### src/rtl/timer_regs_pkg.sv
package timer_regs_pkg;

  localparam int BYTE_W = 8;
  localparam int CNT_W  = 2 * BYTE_W;
  localparam int MODE_W = 3;

  // Access type; ACC_NONE doubles as "latch command" in a control word
  // and as "nothing latched" in the count-latch state.
  typedef enum logic [1:0] {
    ACC_NONE = 2'd0,
    ACC_LO   = 2'd1,
    ACC_HI   = 2'd2,
    ACC_LOHI = 2'd3
  } acc_e;

  function automatic logic [CNT_W-1:0] join_bytes(input logic [BYTE_W-1:0] hi,
                                                  input logic [BYTE_W-1:0] lo);
    return {hi, lo};
  endfunction

  function automatic logic [BYTE_W-1:0] pick_byte(input logic [CNT_W-1:0] val,
                                                  input logic upper);
    return upper ? val[CNT_W-1:BYTE_W] : val[BYTE_W-1:0];
  endfunction

  function automatic logic [BYTE_W-1:0] status_byte(input logic out,
                                                    input acc_e acc,
                                                    input logic [MODE_W-1:0] mode,
                                                    input logic bcd);
    return {out, 1'b0, acc, mode, bcd};
  endfunction

endpackage

### src/rtl/tr_cmd_decode.sv
module tr_cmd_decode
  import timer_regs_pkg::*;
#(
  parameter int N_CH = 3
) (
  input  logic              clk,
  input  logic              rst_n,
  input  logic [1:0]        addr,
  input  logic              wr_en,
  input  logic              rd_en,
  input  logic [BYTE_W-1:0] wdata,
  output logic [N_CH-1:0]   ctl_set,
  output logic [N_CH-1:0]   cnt_req,
  output logic [N_CH-1:0]   sts_req,
  output logic [N_CH-1:0]   data_wr,
  output logic [N_CH-1:0]   data_rd
);

  logic       ctl_cycle;
  logic [1:0] ctl_chan;
  logic       rb_cycle;
  logic       ctl_is_latch;

  assign ctl_cycle    = wr_en && (addr == 2'd3);
  assign ctl_chan     = wdata[7:6];
  assign rb_cycle     = ctl_cycle && (ctl_chan == 2'd3);
  assign ctl_is_latch = (wdata[5:4] == ACC_NONE);

  for (genvar c = 0; c < N_CH; c++) begin : g_ch
    localparam logic [1:0] CI = 2'(c);
    logic hit;
    logic rb_pick;
    assign hit        = ctl_cycle && (ctl_chan == CI);
    assign rb_pick    = rb_cycle && wdata[c+1];
    assign ctl_set[c] = hit && !ctl_is_latch;
    assign cnt_req[c] = (hit && ctl_is_latch) || (rb_pick && !wdata[5]);
    assign sts_req[c] = rb_pick && !wdata[4];
    assign data_wr[c] = wr_en && (addr == CI);
    assign data_rd[c] = rd_en && (addr == CI);
  end

  // a data access reaches at most one channel
  p_one_target_r12: assert property (@(posedge clk) disable iff (!rst_n)
    $onehot0(data_wr) && $onehot0(data_rd));

endmodule

### src/rtl/tr_chan_port.sv
module tr_chan_port
  import timer_regs_pkg::*;
(
  input  logic              clk,
  input  logic              rst_n,
  input  logic              ctl_set,
  input  logic              cnt_req,
  input  logic              sts_req,
  input  logic              data_wr,
  input  logic              data_rd,
  input  logic [BYTE_W-1:0] wdata,
  input  logic [CNT_W-1:0]  live_cnt,
  input  logic              out_lvl,
  output logic [BYTE_W-1:0] rd_byte,
  output logic              ld_stb,
  output logic [CNT_W-1:0]  ld_val,
  output logic [MODE_W-1:0] mode,
  output logic              bcd
);

  acc_e              acc;
  logic              wr_upper;   // next LOHI write is the high byte
  logic              rd_upper;   // next LOHI live read is the high byte
  logic [BYTE_W-1:0] wr_hold;
  acc_e              lat_st;     // ACC_NONE = no count held
  logic [CNT_W-1:0]  lat_val;
  logic              sts_full;
  logic [BYTE_W-1:0] sts_val;

  // named internal events
  logic cnt_take;
  logic sts_take;
  logic lohi_first;

  assign cnt_take   = cnt_req && (lat_st == ACC_NONE);
  assign sts_take   = sts_req && !sts_full;
  assign lohi_first = data_wr && (acc == ACC_LOHI) && !wr_upper;

  always_comb begin
    if (sts_full) begin
      rd_byte = sts_val;
    end else if (lat_st != ACC_NONE) begin
      rd_byte = pick_byte(lat_val, lat_st == ACC_HI);
    end else begin
      unique case (acc)
        ACC_HI:   rd_byte = pick_byte(live_cnt, 1'b1);
        ACC_LOHI: rd_byte = pick_byte(live_cnt, rd_upper);
        default:  rd_byte = pick_byte(live_cnt, 1'b0);
      endcase
    end
  end

  always_ff @(posedge clk) begin
    if (!rst_n) begin
      acc      <= ACC_LOHI;
      mode     <= 3'd3;
      bcd      <= 1'b0;
      wr_upper <= 1'b0;
      rd_upper <= 1'b0;
      wr_hold  <= '0;
      lat_st   <= ACC_NONE;
      lat_val  <= '0;
      sts_full <= 1'b0;
      sts_val  <= '0;
      ld_stb   <= 1'b0;
      ld_val   <= '0;
    end else begin
      ld_stb <= 1'b0;

      if (data_rd) begin
        if (sts_full) begin
          sts_full <= 1'b0;
        end else if (lat_st != ACC_NONE) begin
          lat_st <= (lat_st == ACC_LOHI) ? ACC_HI : ACC_NONE;
        end else if (acc == ACC_LOHI) begin
          rd_upper <= !rd_upper;
        end
      end

      if (data_wr) begin
        unique case (acc)
          ACC_HI: begin
            ld_stb <= 1'b1;
            ld_val <= join_bytes(wdata, '0);
          end
          ACC_LOHI: begin
            if (!wr_upper) begin
              wr_hold  <= wdata;
              wr_upper <= 1'b1;
            end else begin
              ld_stb   <= 1'b1;
              ld_val   <= join_bytes(wdata, wr_hold);
              wr_upper <= 1'b0;
            end
          end
          default: begin
            ld_stb <= 1'b1;
            ld_val <= join_bytes('0, wdata);
          end
        endcase
      end

      if (cnt_take) begin
        lat_val <= live_cnt;
        lat_st  <= acc;
      end

      if (sts_take) begin
        sts_full <= 1'b1;
        sts_val  <= status_byte(out_lvl, acc, mode, bcd);
      end

      if (ctl_set) begin
        acc      <= acc_e'(wdata[5:4]);
        mode     <= wdata[3:1];
        bcd      <= wdata[0];
        wr_upper <= 1'b0;
        rd_upper <= 1'b0;
      end
    end
  end

  // a held snapshot only changes once it has been read out
  p_latch_once_r7: assert property (@(posedge clk) disable iff (!rst_n)
    (lat_st != ACC_NONE && !data_rd) |=> $stable(lat_val));

  // reading a latched status byte releases it
  p_sts_clear_r9: assert property (@(posedge clk) disable iff (!rst_n)
    (sts_full && data_rd && !sts_req) |=> !sts_full);

  // an unread status byte is not overwritten
  p_sts_hold_r10: assert property (@(posedge clk) disable iff (!rst_n)
    (sts_full && !data_rd) |=> (sts_full && $stable(sts_val)));

  // the first byte of a low-then-high pair gives no load
  p_first_byte_r4: assert property (@(posedge clk) disable iff (!rst_n)
    (lohi_first && !ctl_set) |=> (!ld_stb && wr_upper));

  // a control word restarts both byte sequencers
  p_seq_reset_r11: assert property (@(posedge clk) disable iff (!rst_n)
    ctl_set |=> (!wr_upper && !rd_upper));

  // the load strobe is a single-cycle pulse without a fresh write
  p_stb_pulse_r3: assert property (@(posedge clk) disable iff (!rst_n)
    (ld_stb && !data_wr) |=> !ld_stb);

endmodule

### src/rtl/timer_host_regs.sv
module timer_host_regs
  import timer_regs_pkg::*;
#(
  parameter int N_CH = 3
) (
  input  logic                    clk,
  input  logic                    rst_n,
  input  logic [1:0]              addr,
  input  logic                    wr_en,
  input  logic                    rd_en,
  input  logic [BYTE_W-1:0]       wdata,
  output logic [BYTE_W-1:0]       rdata,
  input  logic [N_CH*CNT_W-1:0]   live_cnt,
  input  logic [N_CH-1:0]         out_lvl,
  output logic [N_CH-1:0]         ld_stb,
  output logic [N_CH*CNT_W-1:0]   ld_val,
  output logic [N_CH*MODE_W-1:0]  mode_o,
  output logic [N_CH-1:0]         bcd_o
);

  logic [N_CH-1:0]   ctl_set;
  logic [N_CH-1:0]   cnt_req;
  logic [N_CH-1:0]   sts_req;
  logic [N_CH-1:0]   data_wr;
  logic [N_CH-1:0]   data_rd;
  logic [BYTE_W-1:0] chan_byte [N_CH];

  tr_cmd_decode #(.N_CH(N_CH)) u_dec (
    .clk     (clk),
    .rst_n   (rst_n),
    .addr    (addr),
    .wr_en   (wr_en),
    .rd_en   (rd_en),
    .wdata   (wdata),
    .ctl_set (ctl_set),
    .cnt_req (cnt_req),
    .sts_req (sts_req),
    .data_wr (data_wr),
    .data_rd (data_rd)
  );

  for (genvar c = 0; c < N_CH; c++) begin : g_chan
    tr_chan_port u_port (
      .clk      (clk),
      .rst_n    (rst_n),
      .ctl_set  (ctl_set[c]),
      .cnt_req  (cnt_req[c]),
      .sts_req  (sts_req[c]),
      .data_wr  (data_wr[c]),
      .data_rd  (data_rd[c]),
      .wdata    (wdata),
      .live_cnt (live_cnt[c*CNT_W +: CNT_W]),
      .out_lvl  (out_lvl[c]),
      .rd_byte  (chan_byte[c]),
      .ld_stb   (ld_stb[c]),
      .ld_val   (ld_val[c*CNT_W +: CNT_W]),
      .mode     (mode_o[c*MODE_W +: MODE_W]),
      .bcd      (bcd_o[c])
    );
  end

  always_comb begin
    rdata = '0;
    if (rd_en) begin
      for (int c = 0; c < N_CH; c++) begin
        if (addr == 2'(c)) rdata = chan_byte[c];
      end
    end
  end

  // loads from independent channels never coincide (one write per cycle)
  p_single_load_r3: assert property (@(posedge clk) disable iff (!rst_n)
    $onehot0(ld_stb));

  // control writes leave every load strobe low in the next cycle
  p_ctl_no_load_r12: assert property (@(posedge clk) disable iff (!rst_n)
    (wr_en && addr == 2'd3) |=> (ld_stb == '0));

endmodule

### config.mk
export PLATFORM = sky130hd
export DESIGN_NAME = timer_host_regs
export DESIGN_NICKNAME = d
export VERILOG_FILES = /design/src/rtl/timer_regs_pkg.sv /design/src/rtl/tr_cmd_decode.sv /design/src/rtl/tr_chan_port.sv /design/src/rtl/timer_host_regs.sv
export SDC_FILE = /design/constraint.sdc
export NUM_CORES = 1
export LEC_CHECK = 0
export ABC_AREA = 1
export BUFFER_PORTS_ARGS = -buffer_cell sky130_fd_sc_hd__clkbuf_2
export CORE_MARGIN = 2
export CORE_UTILIZATION = 30
export DETAILED_ROUTE_END_ITERATION = 16
export HOLD_SLACK_MARGIN = 0.1
export PLACE_DENSITY_LB_ADDON = 0.15
export SYNTH_ARGS = -nofsm -noshare
export SYNTH_HDL_FRONTEND = slang
export SYNTH_SLANG_ARGS = --single-unit
### constraint.sdc
create_clock -name clk -period 1.8 [get_ports clk]
set_clock_uncertainty 0.05 [all_clocks]
set_input_delay 0.27 -clock clk [delete_from_list [all_inputs] [get_ports clk]]
set_output_delay 0.27 -clock clk [all_outputs]
set_load 0.01 [all_outputs]
==> After elaboration in Yosys (flattened, before gate mapping) <==
Cells that the tools add are included.
{ "word_totals": {"register_bits": 177, "inputBits": 65, "wordCells": 208} }
{ "classes": {"eq_ne": 24, "n_mux": 55, "bitwise_logic": 10, "reduce_logical": 83} }
{ "ops": {"columns": ["cell", "count"], "rows": [
  ["$mux W8", 16],
  ["$pmux W16 S2", 3],
  ["$mux W16", 3],
  ["$pmux W8 S2", 3],
  ["$eq A2 B2 Y1 const B", 16],
  ["$logic_and A1 B1 Y1", 32],
  ["$mux W2", 15],
  ["$reduce_bool A2 Y1", 12],
  ["$reduce_and A2 Y1", 9],
  ["$reduce_and A3 Y1", 6],
  ["$mux W1", 15],
  ["$logic_not A2 Y1", 6],
  ["$reduce_and A4 Y1", 3],
  ["$not A1 Y1", 10],
  ["$logic_not A1 Y1", 9],
  ["$ne A2 B1 Y1 const B", 3],
  ["$ne A2 B2 Y1 const B", 3],
  ["$reduce_or A2 Y1", 3],
  ["$eq A2 B1 Y1 const B", 2],
  ["$logic_or A1 B1 Y1", 3]
]} }

==> Longest topological paths before layout <==
Gate-level depths: netlist of the first run.
{ "logic_depth": {"depth_word": 9, "depth_mapped": 11, "ltp_nobuf": 11} }

==> By module <==
Synthesis of the first run repeated with hierarchy kept, for this count alone.
{ "unflattened": {"cells_unflattened": 1171, "hier_area_um2": 8315.5} }
{ "by_module_without_submodules": {"columns": ["module", "n_inst", "cells_per_inst", "area_each_um2", "seq_area_each_um2"], "rows": [
  ["tr_chan_port", 3, 358, 2613.8, 1181.1],
  ["timer_host_regs", 1, 54, 267.8, 0.0],
  ["tr_cmd_decode", 1, 43, 206.4, 0.0]
]} }

==> Worst setup path after synthesis of the first run <==
No wires, ideal clock.
{ "synth_path": {"path_kind": "reg2out", "from": "register g_chan[0].u_port.lat_st[0]", "to": "output port rdata[0]", "t_arrival_ns": 1.191, "setup_slack_ns": 0.289, "stages_incl_launch_ff": 11, "n_path_buf": 0, "cell_sequence": "dfxtp_1 > clkinv_1 > nand2_1 > o22ai_1 > inv_1 > nand2_1 > nand2_1 > nand2_1 > nand3_1 > nand2_1 > inv_1"} }
{ "synth_via": {"elab_chain_cells": 8, "word_cells_on_any_way": 9, "cone_classes": "eq/ne (1); mux (7); reduce/logical (1)"} }
{ "synth_lines": {"columns": ["item", "line_no", "rtl"], "rows": [
  ["start: declaration", "tr_chan_port.sv:25", "acc_e lat_st;"],
  ["start signal: assignment", "tr_chan_port.sv:74", "lat_st <= (lat_st == ACC_LOHI) ? ACC_HI : ACC_NONE;"],
  ["$eq A2 B2 Y1", "tr_chan_port.sv:43", "rd_byte = pick_byte(lat_val, lat_st == ACC_HI);"],
  ["$mux W8", "timer_regs_pkg.sv:23", "return upper ? val[CNT_W-1:BYTE_W] : val[BYTE_W-1:0];"],
  ["$mux W8 (*)", "tr_chan_port.sv:42", "end else if (lat_st != ACC_NONE) begin"],
  ["$mux W8 (*)", "tr_chan_port.sv:40", "if (sts_full) begin"],
  ["$mux W8 (*) (3 in a row)", "timer_host_regs.sv:66", "if (addr == 2'(c)) rdata = chan_byte[c];"],
  ["$mux W8 (*)", "timer_host_regs.sv:64", "if (rd_en) begin"],
  ["end: declaration", "timer_host_regs.sv:12", "output logic [BYTE_W-1:0] rdata,"]
]} }
Mark *: on every way between the ends. The rest lies on a longest branch, timed or not.

==> Worst setup path in the final report of the first run <==
{ "layout_path": {"from": "register g_chan[0].u_port.lat_st[0]", "to": "output port rdata[1]"} }
The elaborated chain is that of the path after synthesis.

==> results of run 1 <==
[cells in the final DEF (no fill, tap or decap), types with 4 or more instances in the layout]
cell type	Yosys	final
a211oi_1	7	7
a21oi_1	124	121
a221oi_1	8	8
a31oi_1	8	8
buf_12	0	7
buf_2	18	5
buf_4	10	62
buf_6	2	6
clkbuf_16	0	17
clkbuf_2	0	128
clkinv_1	5	4
clkinv_8	0	5
dfxtp_1	177	165
dfxtp_2	0	8
dfxtp_4	0	4
dlygate4sd3_1	0	44
inv_1	87	79
inv_2	9	16
inv_6	0	4
nand2_1	202	182
nand2_2	3	18
nand2_4	1	6
nand3_1	112	108
nand3_2	0	4
nand4_1	6	6
nor2_1	92	91
nor2_2	6	6
o21ai_0	113	106
o21ai_1	2	9
o22ai_1	24	18
o22ai_2	0	6
o31ai_1	16	16
[synthesized netlist by cell type]
| library cell | instances |
|---|---|
| nand2_1 | 202 |
| a21oi_1 | 124 |
| nor2_2 | 6 |
| dfxtp_1 | 177 |
| nand2_2 | 3 |
| inv_1 | 87 |
| buf_4 | 10 |
| nor3_1 | 1 |
| nor2_8 | 1 |
| nor2_1 | 92 |
| o21ai_0 | 113 |
| buf_1 | 4 |
| nor3_4 | 1 |
| o211ai_1 | 3 |
| nor2_4 | 2 |
| clkbuf_1 | 27 |
| o22ai_1 | 24 |
| nand2_4 | 1 |
| buf_6 | 2 |
| a211oi_1 | 7 |
| o21ai_4 | 1 |
| nand4_1 | 6 |
| a31oi_1 | 8 |
| o2111ai_1 | 1 |
| nand3_1 | 112 |
| nand3_4 | 1 |
| buf_8 | 1 |
| o31ai_1 | 16 |
| xor2_1 | 3 |
| clkinv_1 | 5 |
| a221oi_1 | 8 |
| buf_2 | 18 |
| inv_2 | 9 |
| nand3b_1 | 1 |
| o21ai_1 | 2 |
| o221ai_1 | 1 |
[what timing repair did]
| item | CTS | global route |
|---|---|---|
| setup endpoints to repair | 8 | 42 |
| pin swaps | 5 | 13 |
| resized for setup | 45 | 43 |
| endpoints found under the hold margin | 44 | 1 |
| hold buffers | 44 | 1 |
| buffers inserted | 0 | 5 |
[per-layer routing]
layer	GRT usage [%]	vias up	wire length, um
li1	-	4057	-
met1	26.7	3752	12600
met2	31.0	178	12400
met3	3.72	31	1160
met4	5.02	0	465
met5	0	-	0
[power groups by stage]
stage | Sequential (mW) | Clock (mW) | Combinational (mW)
finish | 4.03 | 3.91 | 1.00
global route | 4.04 | 4.16 | 1.10
CTS | 4.03 | 4.00 | 0.980
detailed placement | 4.12 | 0 | 0.877
global placement | 4.12 | 0 | 0.878
floorplan | 4.12 | 0 | 0.483
[final cells by class]
cell class / count / area (sq um)
Sequential cell: 177 / 3570
Inverter: 101 / 387
Fill cell: 2735 / 15300
Multi-Input combinational cell: 740 / 3730
Tap cell: 335 / 419
Timing Repair Buffer: 254 / 1810
Clock buffer: 18 / 439
Clock inverter: 14 / 189
[worst max path at each step]
stage,from,end,slack (ns)
after floorplan,g_chan[0].u_port.lat_st[0]$_SDFFE_PN0P_,rdata[0],0.29
after global placement,addr[1],rdata[6],-0.0004
after detailed placement,addr[0],g_chan[0].u_port.wr_hold[7]$_SDFFE_PN0P_,-0.02
after CTS,g_chan[0].u_port.lat_st[0]$_SDFFE_PN0P_,rdata[0],-0.28
after global routing,g_chan[1].u_port.lat_st[0]$_SDFFE_PN0P_,rdata[1],-0.36
final,g_chan[0].u_port.lat_st[0]$_SDFFE_PN0P_,rdata[1],-0.26
[worst register-to-register path: cells and delay by family, from the launching register on]
kind	cells	cell delay, ns
flip-flops	1	0.37
AND/OR/NAND/NOR	2	0.18
buffers and inverters	2	0.48
AO/OA/AOI/OAI	1	0.43
[kinds of logic after synthesis]
family,share of synthesized area [%]
flops,45.3
xor+xnor,0.336
simple gates,23.8
compound gates,21.7
buf+inv,8.93
[flip-flops by register name, summed over array words and instances (netlist names)]
| name | flops |
|---|---|
| g_chan.u_port.sts_val | 21 |
| g_chan.u_port.acc | 6 |
| g_chan.u_port.wr_upper | 3 |
| g_chan.u_port.lat_val | 48 |
| g_chan.u_port.ld_val | 48 |
| g_chan.u_port.lat_st | 6 |
| g_chan.u_port.mode | 9 |
| g_chan.u_port.wr_hold | 24 |
| g_chan.u_port.ld_stb | 3 |
| g_chan.u_port.sts_full | 3 |
| g_chan.u_port.rd_upper | 3 |
| g_chan.u_port.bcd | 3 |
[metrics by stage]
| step | util [%] | setup TNS [ns] |
|---|---|---|
| floorplan | - | 0 |
| global placement | 35.6 | -0.000405 |
| detailed placement | 35.6 | -0.0474 |
| CTS | 40.3 | -2.19 |
| global route | 40.8 | -2.79 |
| finish | 40.8 | -1.93 |
==> run metrics, run 1 <==
status=finished with violations; violated checks=negative setup slack; Reg clk slew, reported paths=0.08 ns; FP Rows=59; clk_lat worst skew=0.42 ns; sequential cell fraction of total power=45.0%; Critical Path Stages=11; Hold Path Stages=3; grt total ovfl=0; final setup fails=8; CP Max Fanout=9; CP Capture Type=output pin; FMAX=0.484 GHz; fin crit period=2.06 ns; CTS sink count=177; pre-CTS setup slack=-0.0235 ns; post-DP HPWL=19,000 um; initial antenna violation count=0; total wire length=26,700 um; DR pass1 iterations=5; CP arrival=1.74 ns; fin cells=1,639; WP buf/inv=5; post-route clock period utilization=115%; port bufs=135; Final GP Congestion=0.813; Switch Pwr=2.50 mW; Min-Delay Endpoint=g_chan[1].u_port.lat_val[10]$_SDFFE_PN0P_; Tot Pwr=8.94 mW; Crit path max-delay family=buffers and inverters; LEAKAGE=4.60 nW; CTS H-tree lvls=4; Final WS setup=-0.264 ns; vias in the first global route=7,498; starting density of the core=30.3%; Worst R2R End=g_chan[1].u_port.ld_val[2]$_SDFFE_PN0P_; DRC viols=0; ant diodes=0; clock share of power=43.8%; peak supply drop=589 uV; Max stage delay on crit path=0.37 ns; die extent in y=165 um; wire length per cell=16.3 um; post-synth net total=1,145; DRT iter0 DRCs=483; Worst Hold Class=input pin to flop; synth top area cells=dfxtp_1, nand2_1, a21oi_1; Die W=165 um; CP max-delay cell=dfxtp_4; Worst Hold Launch=live_cnt[26]; r2r startpoint=g_chan[1].u_port.acc[0]$_SDFFE_PN1P_; nets=1,356; max cap viols=0; placed cells=1,558; Comb pwr share=11.2%; crit-path cells=clkinv_4 -> buf_8 -> o22ai_2 -> inv_1 -> nand2_1 -> nand2_1 -> nand2_2 -> nand3_2 -> nand2_1 -> inv_1 -> buf_2; core box area=25,800 sq um; Die Area=27,400 sq um; Final Max Slew Viols=0; Final Hold Viols=0; Mean Syn Cell Area=7.24 sq um; #FFs+latches synth=177; post-synthesis cell count=1,080; largest net degree at the start of global routing=67; synthesized cell area=7820 sq um; via count=8,018; Worst Max-Slew Pin Slew=0.522 ns; post-synth top area share=45.3%; RSZ-0062 raised after global routing=true; share of post-route cells with drive strength above 1=24.6%; Max-slew headroom=65.2%; first-pass GRT wire length=41,100 um; CP required=1.48 ns; placed instance area=9210 sq um; library cells used by synthesis=36; Cell Pwr Density=848 nW/um^2; WS Path Type=flop to output pin; post-route cell area=10,500 sq um; TritonCTS buffer count=17; Seq/Total Area, Yosys=45.3%; Yosys Warn Count=0; Net Sw Frac=28.0%; clock tree buffer depth=2; Pint=6.44 mW; Root Buffer=clkbuf_16; total track usage=19.3%; # IOs=136; P&R area growth vs syn=34.8%; CP most frequent cell=nand2_1; Via density=4.89; hold slack final=0.107 ns; antenna-violating nets left=0; CTS tree=built; Startpoint Class=flop; post-synth top area cell=dfxtp_1; FF-to-FF path depth=5; R2R Setup Slk=0.18 ns
Power figures use the tool's default switching activity.
==> run 2: changes to the inputs <==
- CORE_UTILIZATION: 30 -> 50
- SETUP_SLACK_MARGIN: unset -> 0.4
==> run 2 against run 1 <==
Flip-flop and latch count unchanged. Largest power group unchanged. Die area down 39%. Critical path depth down 1. Register-to-register slack worse by 0.26 ns. The run still ends with negative setup slack left.
==> run metrics, run 2 (same netlist as run 1, synthesis figures left out) <==
status=finished with violations; violated checks=negative setup slack; hold slack final=0.110 ns (+0.00362 ns); CP arrival=1.78 ns (+0.04 ns); ant diodes=0 (unchanged); Startpoint Class=flop; Root Buffer=clkbuf_16; largest net degree at the start of global routing=61 (-9.0%); die extent in y=129 um (-22%); Cell Pwr Density=772 nW/um^2 (-8.9%); CTS tree=built; Die W=129 um (-22%); CP Max Fanout=5 (-4); LEAKAGE=4.98 nW (+8.2%); Max-slew headroom=65.3% (+0.18 points); via count=8,939 (+11%); top routing layer in use=met4; Final WS setup=-0.297 ns (-0.0334 ns); total track usage=31.1% (+12 points); # IOs=136 (unchanged); fin crit period=2.10 ns (+0.0334 ns); post-route clock period utilization=117% (+1.9 points); TritonCTS buffer count=17 (unchanged); Reg clk slew, reported paths=0.07 ns (about the same); DRC viols=0 (unchanged); post-route cell area=11,600 sq um (+10%); CP Capture Type=output pin; placed instance area=8930 sq um (-3.1%); WS Path Type=flop to output pin; Routed met1 length=11,100 um (-12%); Via density=5.76 (+18%); most frequent cells in the layout=dfxtp_1, nand2_1, clkbuf_2, a21oi_1, nand3_1; post-DP HPWL=16,400 um (-14%); Die Area=16,700 sq um (-39%); Comb pwr share=13.4% (+2.2 points); Switch Pwr=2.41 mW (-3.6%); P&R area growth vs syn=48.2%; clock tree buffer depth=2 (unchanged); core box area=15,300 sq um (-41%); Net Sw Frac=26.9% (-1.1 points); DRT iter0 DRCs=760 (+57%); peak supply drop=915 uV (+55%); first-pass GRT wire length=40,700 um (-1.0%); biggest regs=g_chan.u_port.lat_val x48, g_chan.u_port.ld_val x48, g_chan.u_port.wr_hold x24; total wire length=27,900 um (+4.6%); fillers=1,084 (-60%); grt total ovfl=0 (unchanged); register area=3580 sq um (+0.21%); RSZ-0062 raised after global routing=true; CTS H-tree lvls=4 (unchanged); Final Max Slew Viols=0 (unchanged); clock share of power=41.5% (-2.3 points); CP required=1.48 ns (about the same); Routed met2 length=13,500 um (+8.4%); final setup fails=18 (+10); share of post-route cells with drive strength above 1=36.2% (+12 points); clk_lat worst skew=0.43 ns (about the same); Pint=6.54 mW (+1.6%); Worst Hold Class=input pin to flop; FMAX=0.477 GHz (-1.6%); starting density of the core=51.3% (+21 points); port bufs=135 (unchanged); wire length per cell=18.0 um (+10%); most common library cell in the layout ignoring fill and taps=dfxtp_1; nets=1,394 (+2.8%); initial antenna violation count=0 (unchanged); FP Rows=45 (-24%); met3 WL=2280 um (+97%); Setup TNS=-2.66 ns (-0.726 ns); Worst Max-Slew Pin Slew=0.519 ns (-0.00272 ns); vias in the first global route=7,914 (+5.5%); sequential cell fraction of total power=45.1% (about the same); DR pass1 iterations=6 (+1); CTS sink count=177 (unchanged); Final Hold Viols=0 (unchanged); max cap viols=0 (unchanged); antenna-violating nets left=0 (unchanged); area occupied by multi-input gates=4480 sq um (+20%); Final Core Density=76.0% (+35 points); Final GP Congestion=0.912 (+12%)
## run 2: cell count changes in the layout (fill, tap and decap cells not counted), moves of 23 or more
cell / previous run / this run
buf_6: 6 / 35
nand2_1: 182 / 139
nand2_2: 18 / 41
o21ai_0: 106 / 67
o21ai_2: 0 / 23
nand3_1: 108 / 85
## run 2: layout make-up
type | instances | area share (%)
repair buffers | 286 | 19.2
clock inverters | 13 | 1.27
inverters | 101 | 3.68
clock buffers | 19 | 3.74
well taps | 211 | 2.28
multi-input cells | 742 | 38.6
repair inverters | 4 | 0.313
flip-flops and latches | 177 | 30.9
## run 2: critical path, stage by stage, from the launching register on
cell	delay, ns
dfxtp_4	0.37
nor2_4	0.21
buf_6	0.15
nand3_2	0.07
nand2_2	0.07
nand2_1	0.05
nand2_1	0.07
nand3_2	0.10
nand2_2	0.11
inv_2	0.04
buf_6	0.11
## run 2: repair_timing
item / in CTS / in global routing
pin swaps: 56 / 61
endpoints found under the setup margin: 97 / 136
setup buffers: 19 / 18
cloned: 7 / 7
gates resized for setup: 173 / 193
hold buffers: 50 / 0
endpoints found under the hold margin: 50 / 0
## run 2: power groups by stage
stage | Combinational, mW | Clock, mW | Sequential [mW]
after floorplan | 0.487 | 0 | 4.12
after global placement | 0.822 | 0 | 4.12
after detailed placement | 0.826 | 0 | 4.12
after CTS | 1.02 | 3.74 | 4.03
after global routing | 1.28 | 3.90 | 4.04
final | 1.20 | 3.72 | 4.04
## run 2: worst paths after layout
path | depth (start not counted) | to | startpoint | slack (ns)
worst max-delay path | 10 | rdata[5] | g_chan[0].u_port.lat_st[0]$_SDFFE_PN0P_ | -0.30
worst min-delay path | 3 | g_chan[1].u_port.ld_val[3]$_SDFFE_PN0P_ | rst_n | 0.11
worst max register to register | 13 | g_chan[0].u_port.lat_val[1]$_SDFFE_PN0P_ | g_chan[0].u_port.lat_st[0]$_SDFFE_PN0P_ | -0.08
worst min register to register | 2 | g_chan[1].u_port.sts_val[1]$_SDFFE_PN0P_ | g_chan[1].u_port.sts_val[1]$_SDFFE_PN0P_ | 0.40
## run 2: metrics by stage
stage | setup slack, ns | power, mW | instances
final | -0.297 | 8.95 | 1553
after global routing | -0.388 | 9.22 | 1553
after CTS | -0.238 | 8.78 | 1528
after detailed placement | 0.000975 | 4.95 | 1420
after global placement | 0.0379 | 4.94 | 1420
after floorplan | 0.402 | 4.61 | 1080
## run 2: metal layers
layer,up-vias,global-route usage (%)
li1,4166,-
met1,4174,41.1
met2,495,50.8
met3,104,6.19
met4,0,11.8
met5,-,0
==> run 3: changes to the inputs <==
- CELL_PAD_IN_SITES_DETAIL_PLACEMENT: unset -> 1
- CELL_PAD_IN_SITES_GLOBAL_PLACEMENT: unset -> 1
- CORE_UTILIZATION: 50 -> 40
- GPL_ROUTABILITY_DRIVEN: unset -> 1
- SETUP_SLACK_MARGIN: 0.4 -> 0.5
==> run 3 against run 2 <==
The flow still finishes with violations (negative setup slack). Via count increased by 4.5%. Worst hold slack improved by 0.014 ns. Total power increased by 7.3%. Global-route usage is 0.26 points higher. Setup slack got worse by 0.11 ns. Combinational power up 20%. Sequential power hardly changed. Register-to-register slack barely moved. Count of clock-buffer cells in the layout up 1. Final area grew 7.4%. Non-clock buffer count is the same. Critical path type unchanged. Critical endpoint is now rdata[2]. Largest power group is now clock.
==> run metrics, run 3 (same netlist as run 1, synthesis figures left out) <==
TritonCTS buffer count=17 (unchanged); first-pass GRT wire length=50,200 um (+23%); port bufs=135 (unchanged); Die W=144 um (+11%); die extent in y=144 um (+11%); nets=1,398 (+0.29%); r2r startpoint=g_chan[1].u_port.lat_st[0]$_SDFFE_PN0P_; Final Core Density=64.4% (-12 points); WS Path Type=flop to output pin; post-route clock period utilization=123% (+6.1 points); post-DP HPWL=19,100 um (+16%); DR pass1 iterations=5 (-1); R2R Setup Slk=-0.08 ns (about the same); antenna-violating nets left=0 (unchanged); most common library cell in the layout ignoring fill and taps=dfxtp_1; Die Area=20,700 sq um (+24%); violated checks=negative setup slack; status=finished with violations; Root Buffer=clkbuf_16; via count=9,343 (+4.5%); peak supply drop=540 uV (-41%); Worst Hold Launch=out_lvl[0]; LEAKAGE=5.16 nW (+3.6%); Cell Pwr Density=771 nW/um^2 (-0.17%); wire length per cell=23.9 um (+33%); clock tree buffer depth=2 (unchanged); post-route cell area=12,500 sq um (+7.4%); CP Capture Type=output pin; starting density of the core=40.5% (-11 points); FP Rows=51 (+13%); clk_lat worst skew=0.44 ns (about the same); CP arrival=1.89 ns (+0.11 ns); biggest regs=g_chan.u_port.lat_val x48, g_chan.u_port.ld_val x48, g_chan.u_port.wr_hold x24; P&R area growth vs syn=59.2%; most frequent cells in the layout=dfxtp_1, nand2_1, clkbuf_2, a21oi_1, nor2_1; # IOs=136 (unchanged); placed instance area=9050 sq um (+1.4%); CTS H-tree lvls=4 (unchanged); Via density=5.80 (+0.76%); FMAX=0.453 GHz (-5.0%); total wire length=38,400 um (+38%); initial antenna violation count=0 (unchanged); core box area=19,300 sq um (+27%); Startpoint Class=flop; grt total ovfl=0 (unchanged); Final GP Congestion=0.810 (-11%); Min-Delay Endpoint=g_chan[0].u_port.sts_val[7]$_SDFFE_PN0P_; DRT iter0 DRCs=746 (-1.8%); Reg clk slew, reported paths=0.07 ns (about the same); final setup fails=21 (+3); Worst R2R End=g_chan[1].u_port.lat_st[1]$_SDFFE_PN0P_; CTS sink count=177 (unchanged); largest net degree at the start of global routing=68 (+11%); Final Hold Viols=0 (unchanged); ant diodes=0 (unchanged); fin crit period=2.21 ns (+0.110 ns); CP required=1.48 ns (about the same); RSZ-0062 raised after global routing=true; Final Max Slew Viols=0 (unchanged); total track usage=31.4% (+0.26 points); Hold Path Stages=3 (unchanged); max cap viols=0 (unchanged); Worst Max-Slew Pin Slew=0.711 ns (+0.192 ns); Max-slew headroom=52.6% (-13 points); Final WS setup=-0.407 ns (-0.110 ns); vias in the first global route=9,241 (+17%); Worst Hold Class=input pin to flop; CTS tree=built; FF-to-FF path depth=12 (-1); CP Max Fanout=4 (-1); DRC viols=0 (unchanged); share of post-route cells with drive strength above 1=45.0% (+8.8 points)
run 3: per-layer routing:
metal	GRT usage (%)	part of all wire, %
met5	0	0
met4	11.9	3.6
met3	4.67	6.0
met2	54.8	52
met1	39.1	38
run 3: timing repair:
item / 4_1_cts / 5_1_grt
pin swaps: 40 / 69
hold buffers: 46 / 0
resized for setup: 261 / 258
buffers inserted: 33 / 18
gates cloned: 11 / 5
hold endpoints to repair: 46 / 0
endpoints found under the setup margin: 133 / 163
run 3: report_power, final:
group / internal (mW) / switching (mW)
combinational: 0.547 / 0.892
sequential: 3.98 / 0.0699
clock: 2.34 / 1.77
total: 6.87 / 2.74
run 3: worst max path at each step:
stage	startpoint	end	slack [ns]
2_1_floorplan	addr[1]	g_chan[2].u_port.lat_val[10]$_SDFFE_PN0P_	0.45
3_3_place_gp	addr[1]	rdata[4]	0.02
3_5_place_dp	addr[1]	rdata[4]	-0.001
4_1_cts	g_chan[0].u_port.lat_st[0]$_SDFFE_PN0P_	rdata[5]	-0.29
5_1_grt	g_chan[0].u_port.lat_st[1]$_SDFFE_PN0P_	rdata[2]	-0.49
6_report	g_chan[0].u_port.lat_st[1]$_SDFFE_PN0P_	rdata[2]	-0.41
run 3: critical path, stage by stage (launching register included):
cell and delay [ns]:
dfxtp_2 0.38, nor2_2 0.28, nand3_1 0.16, nand2_1 0.12
nand2_1 0.10, nand2_2 0.11, nand3_2 0.08, nand2_2 0.08
inv_2 0.03, buf_6 0.11
run 3: layout make-up:
class,count,area [sq um]
Timing Repair Buffer,286,2330
Timing Repair inverter,2,25.0
Inverter,101,478
Tap cell,265,332
Clock buffer,20,467
Multi-Input combinational cell,748,5040
Sequential cell,177,3610
Clock inverter,12,168
Fill cell,2283,6880
run 3: stage by stage:
stage	power, mW	setup TNS, ns	hold WS [ns]	setup WS (ns)	instances
after floorplan	4.63	0	0.369	0.447	1080
after global placement	4.99	0	0.384	0.0235	1466
after detailed placement	5.00	-0.00142	0.386	-0.00142	1466
after CTS	9.26	-2.27	0.111	-0.292	1588
after global routing	9.86	-4.71	0.149	-0.488	1611
final	9.60	-3.00	0.124	-0.407	1611
